`config.mk`:
```
export PLATFORM = sky130hd
export DESIGN_NAME = cascCounter
export DESIGN_NICKNAME = d
export VERILOG_FILES = /design/src/rtl/cascCntPkg.sv /design/src/rtl/chainCtrl.sv /design/src/rtl/countSlice.sv /design/src/rtl/countPath.sv /design/src/rtl/cascCounter.sv
export SDC_FILE = /design/constraint.sdc
export NUM_CORES = 1
export LEC_CHECK = 0
export ABC_AREA = 1
export BUFFER_PORTS_ARGS = -buffer_cell sky130_fd_sc_hd__buf_2
export CAP_MARGIN = 20
export CORE_MARGIN = 3
export CORE_UTILIZATION = 51
export DETAILED_ROUTE_END_ITERATION = 10
export PLACE_DENSITY = 0.92
export SYNTH_ARGS = -nofsm -noshare
export SYNTH_HDL_FRONTEND = slang
export SYNTH_SLANG_ARGS = --single-unit
```
`constraint.sdc`:
```
create_clock -name clk -period 2.3 [get_ports clk]
set_input_delay 0.23 -clock clk [delete_from_list [all_inputs] [get_ports clk]]
set_output_delay 0.23 -clock clk [all_outputs]
set_load 0.01 [all_outputs]
```
`src/rtl/cascCntPkg.sv`:
```
package cascCntPkg;
  typedef struct packed {
    logic clr;
    logic ld;
    logic cnt;
  } ctrlStrobes_t;
endpackage

```
`src/rtl/chainCtrl.sv`:
```
module chainCtrl
  import cascCntPkg::*;
(
  input  logic         enable,
  input  logic         clearN,
  input  logic         loadN,
  output ctrlStrobes_t strobes
);
  always_comb begin
    strobes.clr = ~clearN;
    strobes.ld  = clearN & ~loadN;
    strobes.cnt = enable;
  end
endmodule

```
`src/rtl/countSlice.sv`:
```
module countSlice #(
  parameter int SLICE_W = 4
) (
  input  logic               clk,
  input  logic               rstN,
  input  logic               clr,
  input  logic               ld,
  input  logic               pEn,
  input  logic               tEn,
  input  logic [SLICE_W-1:0] dIn,
  output logic [SLICE_W-1:0] q,
  output logic               rco
);
  localparam logic [SLICE_W-1:0] ONE = SLICE_W'(1);

  always_ff @(posedge clk or negedge rstN) begin
    if (!rstN)            q <= '0;
    else if (clr)         q <= '0;
    else if (ld)          q <= dIn;
    else if (pEn && tEn)  q <= q + ONE;
  end

  assign rco = (&q) & tEn;

  AST_SLICE_CLEAR: assert property (@(posedge clk) disable iff (!rstN)
    clr |=> (q == '0));
  AST_SLICE_LOAD: assert property (@(posedge clk) disable iff (!rstN)
    (!clr && ld) |=> (q == $past(dIn)));
  AST_SLICE_INC: assert property (@(posedge clk) disable iff (!rstN)
    (!clr && !ld && pEn && tEn) |=> (q == $past(q) + ONE));
  AST_SLICE_HOLD: assert property (@(posedge clk) disable iff (!rstN)
    (!clr && !ld && !(pEn && tEn)) |=> $stable(q));
endmodule

```
`src/rtl/countPath.sv`:
```
module countPath
  import cascCntPkg::*;
#(
  parameter int SLICE_W    = 4,
  parameter int NUM_SLICES = 3
) (
  input  logic                          clk,
  input  logic                          rstN,
  input  ctrlStrobes_t                  strobes,
  input  logic [SLICE_W*NUM_SLICES-1:0] loadValue,
  output logic [SLICE_W*NUM_SLICES-1:0] count,
  output logic                          carryOut
);
  logic [NUM_SLICES:0]   tChain;
  logic [NUM_SLICES-1:0] rcoVec;

  assign tChain[0] = strobes.cnt;

  for (genvar i = 0; i < NUM_SLICES; i++) begin : g_slice
    countSlice #(.SLICE_W(SLICE_W)) u_slice (
      .clk  (clk),
      .rstN (rstN),
      .clr  (strobes.clr),
      .ld   (strobes.ld),
      .pEn  (strobes.cnt),
      .tEn  (tChain[i]),
      .dIn  (loadValue[i*SLICE_W +: SLICE_W]),
      .q    (count[i*SLICE_W +: SLICE_W]),
      .rco  (rcoVec[i])
    );
    assign tChain[i+1] = rcoVec[i];
  end

  assign carryOut = tChain[NUM_SLICES];

  for (genvar j = 1; j < NUM_SLICES; j++) begin : g_chainChk
    logic lowerMax;
    assign lowerMax = &count[j*SLICE_W-1:0];
    AST_UPPER_STEP: assert property (@(posedge clk) disable iff (!rstN)
      (!strobes.clr && !strobes.ld) |=>
        ($stable(count[j*SLICE_W +: SLICE_W]) || ($past(lowerMax) && $past(strobes.cnt))));
  end
endmodule

```
`src/rtl/cascCounter.sv`:
```
module cascCounter
  import cascCntPkg::*;
#(
  parameter int SLICE_W    = 4,
  parameter int NUM_SLICES = 3,
  localparam int TOTAL_W   = SLICE_W * NUM_SLICES
) (
  input  logic               clk,
  input  logic               rstN,
  input  logic               enable,
  input  logic               clearN,
  input  logic               loadN,
  input  logic [TOTAL_W-1:0] loadValue,
  output logic [TOTAL_W-1:0] count,
  output logic               carryOut
);
  ctrlStrobes_t strobes;

  chainCtrl u_ctrl (
    .enable  (enable),
    .clearN  (clearN),
    .loadN   (loadN),
    .strobes (strobes)
  );

  countPath #(.SLICE_W(SLICE_W), .NUM_SLICES(NUM_SLICES)) u_path (
    .clk       (clk),
    .rstN      (rstN),
    .strobes   (strobes),
    .loadValue (loadValue),
    .count     (count),
    .carryOut  (carryOut)
  );

  AST_IDLE_NO_CARRY: assert property (@(posedge clk) disable iff (!rstN)
    !enable |-> !carryOut);
  AST_CARRY_AT_MAX: assert property (@(posedge clk) disable iff (!rstN)
    carryOut |-> ((&count) && enable));
  AST_WRAP_ZERO: assert property (@(posedge clk) disable iff (!rstN)
    ((&count) && enable && clearN && loadN) |=> (count == '0));
endmodule

```
# After elaboration in Yosys (flattened, before gate mapping)
# Index checks and enable logic that the tools add are counted.
[op_classes] addsub=3 eq_ne=3 mux=9 bitwise_logic=5 reduce_logical=5
[ops] cell="$mux W4" count=9
[ops] cell="$add A4 B1 Y4 const B" count=3
[ops] cell="$reduce_and A4 Y1" count=3
[ops] cell="$ne A3 B1 Y1 const B" count=2
[ops] cell="$and A1 B1 Y1" count=4
[ops] cell="$ne A3 B2 Y1 const B" count=1
[ops] cell="$logic_and A1 B1 Y1" count=2
[ops] cell="$not A1 Y1" count=1
[word_totals] register_bits=12 input_bits=17 output_inout_bits=13 word_cells=28

# Logic depth before layout (Yosys ltp)
[depth] ltp_word=7 depth_mapped=7 ltp_nobuf=7

# Cells and area by module
# From an unflattened synthesis, not the netlist that was laid out.
[unflattened] cells_unflattened=126 hier_area_um2=820.8
[by_module_without_submodules] mod="countSlice" instances=3 cells_each=41 area_each_um2=267.8 seq_area_each_um2=100.1
[by_module_without_submodules] mod="chainCtrl" instances=1 cells_each=3 area_each_um2=17.5 seq_area_each_um2=0.0

# Worst setup path before layout
# Ideal clock, no wire load.
[synth_timing] kind="flip-flop to output port" startpoint="register u_path.g_slice[0].u_slice.q[0]" endpoint="output port carryOut" arrival_ns=1.237 required_ns=2.070 path_slack_ns=0.833 path_stages_with_launch=6 n_path_buf=0 cell_sequence="dfrtp_1 > ha_1 > nand2_2 > nor2_4 > nand2_2 > nor3_1"
[synth_via] elab_chain_len=4
[synth_rtl] element="start: declaration" line="countSlice.sv:11" source="output logic [SLICE_W-1:0] q,"
[synth_rtl] element="start signal: assignment" line="countSlice.sv:19" source="else if (ld) q <= dIn;"
[synth_rtl] element="start signal: assignment" line="countSlice.sv:20" source="else if (pEn && tEn) q <= q + ONE;"
[synth_rtl] element="$reduce_and A4 Y1"
[synth_rtl] element="$and A1 B1 Y1 (3 in a row)" line="countSlice.sv:23" source="assign rco = (&q) & tEn;"
[synth_rtl] element="end: declaration" line="cascCounter.sv:15" source="output logic carryOut"
# No other way between the ends.

# Worst setup path after layout
# Same ends and word-level chain as after synthesis.

==> reports/qor.csv <==
stage,metric,value,unit
run_status,status,"finished, final reports clean",
setup_path,kind of end point of the critical path,output pin,
sta,RSZ-0062 raised after global routing,false,
setup_path,worst endpoint required time,2.07,ns
cts,Worst-path clk slew,0.07,ns
worst_hold_path,hold path cells,5,
setup_path,R2R Path Start,u_path.g_slice[0].u_slice.q[0],
sta,setup violators final,0,
die,die span in y,46.00,um
cells_and_area,cell area after layout,992.2,sq um
placement,dpl cell area,959.7,sq um
yosys,dominant synthesized flop cell,dfrtp_1,
cells_and_area,Layout Area Growth over Synthesis,21.63,%
yosys,Seq cells post-synth,12,
cts,Worst-Skew Late Latency,0.27,ns
cts,CTS H-tree lvls,1,
yosys,most instantiated cells after synthesis,"nand2_1, dfrtp_1, nand3_1",
cts,CTS resizes,0,
cts,postcts setup bufs,0,
global_route,Total GRT Usage,20.76,%
drt,initial DRC count,27,
setup_path,r2r endpoint,u_path.g_slice[2].u_slice.q[2],
global_route,first-pass GRT wire length,3215,um
global_route,antenna violations before repair,0,
cells_and_area,largest registers,u_path.g_slice.u_slice.q: 12 flops,
yosys,Adder-Cell Fraction of Synth Area,4.601,%
yosys,post-synthesis cell count,110,
setup_path,Worst Reg-to-Reg Cells,7,
cts,TritonCTS buffer count,3,
yosys,Synth Area in XOR/XNOR,1.074,%
placement,HPWL after detailed placement,1475,um
global_route,remaining global-route overflow,0,
yosys,"top cells by area, synth","dfrtp_1, nand2_1, nand3_1",
die,Die Footprint,2116,sq um
worst_hold_path,Min-Delay Endpoint,u_path.g_slice[0].u_slice.q[2],
worst_hold_path,Hold WC Path Type,in2reg,
placement,placed insts,153,
drt,final WL,1890,um
setup_path,CP peak stage delay,0.41,ns
drt,drt pass-1 iters,4,
cells_and_area,final non-filler cell total,157,
sta,Final Skew,0.001464,ns
setup_path,"critical path fanouts, max",7,
yosys,Synth Area in Compound Gates,9.816,%
yosys,Ys Warns,0,
drt,Avg WL per Cell,12.04,um
cells_and_area,fin nets,164,
cells_and_area,share of layout cells above drive strength 1,33.10,%
cts,Max clock buf depth,2,
cells_and_area,max reg flops,12,
die,Starting Density,58.32,%
sta,Worst-Margin Slew,0.2819,ns
yosys,post-synthesis async set-or-reset flop share,100.0,%
setup_path,WP data arrival,1.53,ns
setup_path,cell type group with the largest total delay on the critical path,simple AND/OR/NAND/NOR gates,
yosys,Yosys top cell area share,36.81,%
setup_path,CP Launch Type,register,
die,core area,1399,sq um
pwr,Max VDD drop,0.3813,mV
placement,routability congestion estimate,0.8231,
drt,"antenna viol nets, final",0,
yosys,Post-Synth Simple-Gate Area,40.80,%
drt,number of remaining DRC errors,0,
setup_path,crit path buf inv count,1,
run,Max Cap Viol,0,
yosys,largest family of logic cells by synthesized area,simple AND/OR/NAND/NOR gates,
setup_path,critical path's most frequent cell,nand2_2,
setup_path,worst setup path class,reg2out,
sta,"Slew Viols, Final",0,
yosys,Synth area leader,dfrtp_1,
yosys,top-count cell post-synth,nand2_1,
drt,vias,834,
sta,Slew headroom,81.21,%
sta,fin crit share,76.32,%
global_route,pin count of the biggest net entering global routing,13,
sta,Max Freq,0.5697,GHz
cts,CTS tree,done,
sta,Hold Fails Final Rpt,0,
yosys,"Seq/Total Area, Yosys",36.81,%
cts,CTS Hold Bufs,1,
setup_path,crit path cell chain,ha_1 -> nand2_2 -> nor2_4 -> nand2_2 -> nor3_1 -> buf_2,
global_route,vias in the first global route,723,
sta,Setup Total Neg Slack,0,ns
yosys,synthesized area per cell,7.416,sq um
drt,Vias/cell,5.312,
yosys,Post-Syn Area,815.8,sq um
cells_and_area,n_diodes,0,
yosys,Synth Net Count,130,
die,Core Rows,13,
die,die width,46.00,um
pwr,Pwr Total,0.0004984,W
pwr,Pwr per Cell Area,502.3,nW/um^2
die,IO Pins,30,
sta,Tmin final,1.755,ns
pwr,Pleak,0.5589,nW
yosys,Synth cell types,22,
yosys,mux contribution to synthesized area,1.227,%
setup_path,CP max stage cell,dfrtp_1,
setup_path,Worst R2R Setup Slack,0.90,ns
cells_and_area,Final Util,70.93,%
cts,CTS sink count,12,
cts,root buf cell,clkbuf_4,
yosys,Post-synth EDFFs,0,
cells_and_area,most flop-heavy register,u_path.g_slice.u_slice.q,
placement,PortBufs,29,
worst_hold_path,critical hold path startpoint,loadValue[2],
## stage by stage
| stage | hold WS [ns] | setup WS, ns |
|---|---|---|
| after floorplan | -0.06559 | 0.8325 |
| after global placement | 0.1192 | 0.8680 |
| after detailed placement | 0.1237 | 0.8319 |
| after CTS | 0.2549 | 0.5269 |
| after global routing | 0.2609 | 0.3775 |
| final | 0.2568 | 0.5446 |
## logic make-up (layout without fill, tap and decap cells)
group                      after synthesis  after routing
muxes                                    1              1
and+or+nand+nor                         71             71
DFF                                     12             12
xor gates and xnor gates                 1              1
buffers and inverters                    8             40
AOI/OAI and AO/OA                       14             14
adders and majority gates                3              3
## cells in the final DEF, fill, tap and decap left out, types with 2 or more instances in the layout
cell type  Yosys  routed
o22ai_1        2       2
ha_1           3       3
nand2_1       40      40
o21ai_1        6       6
nand3_1       10      10
nand2_2        5       5
nand4_1        2       2
dfrtp_1       12      12
clkbuf_4       0       3
nor2_4         3       3
nor2_1         7       7
o21ai_0        4       4
buf_2          0      29
inv_1          5       5
inv_2          2       2
## power breakdown
group	internal, W	switching (W)	total, W
Clock	0.0000605	0.0000656	0.000126
Sequential	0.000228	0.0000226	0.000251
Combinational	0.0000519	0.0000698	0.000122
## tightest hold or removal path: stages
cell	delay (ns)
buf_2	0.07
nand2_1	0.05
o21ai_2	0.05
nand2_1	0.04
nand2_1	0.05
## per-layer routing
layer / global-route usage [%] / share of wire [%]
met4: 7.955 / 1.9
met3: 2.767 / 7.1
met1: 28.67 / 43
met5: 0 / 0
met2: 32.42 / 48
## worst max-delay path by stage
stage | cells past startpoint | slack, ns | startpoint | end
2_1_floorplan | 5 | 0.83 | u_path.g_slice[0].u_slice.q[0] | carryOut
3_3_place_gp | 6 | 0.87 | u_path.g_slice[0].u_slice.q[0] | carryOut
3_5_place_dp | 6 | 0.83 | u_path.g_slice[0].u_slice.q[0] | carryOut
4_1_cts | 6 | 0.53 | u_path.g_slice[0].u_slice.q[0] | carryOut
5_1_grt | 6 | 0.38 | u_path.g_slice[1].u_slice.q[0] | carryOut
6_report | 6 | 0.54 | u_path.g_slice[0].u_slice.q[0] | carryOut
## cell type report
class,instances,area (sq um)
sequential,12,300.3
multi-input combinational,90,469.2
inverter,7,26.28
clock buffer,3,22.52
fill,123,406.6
timing repair buffer,30,155.1
tap,15,18.77
Power figures use the tool's default switching activity.
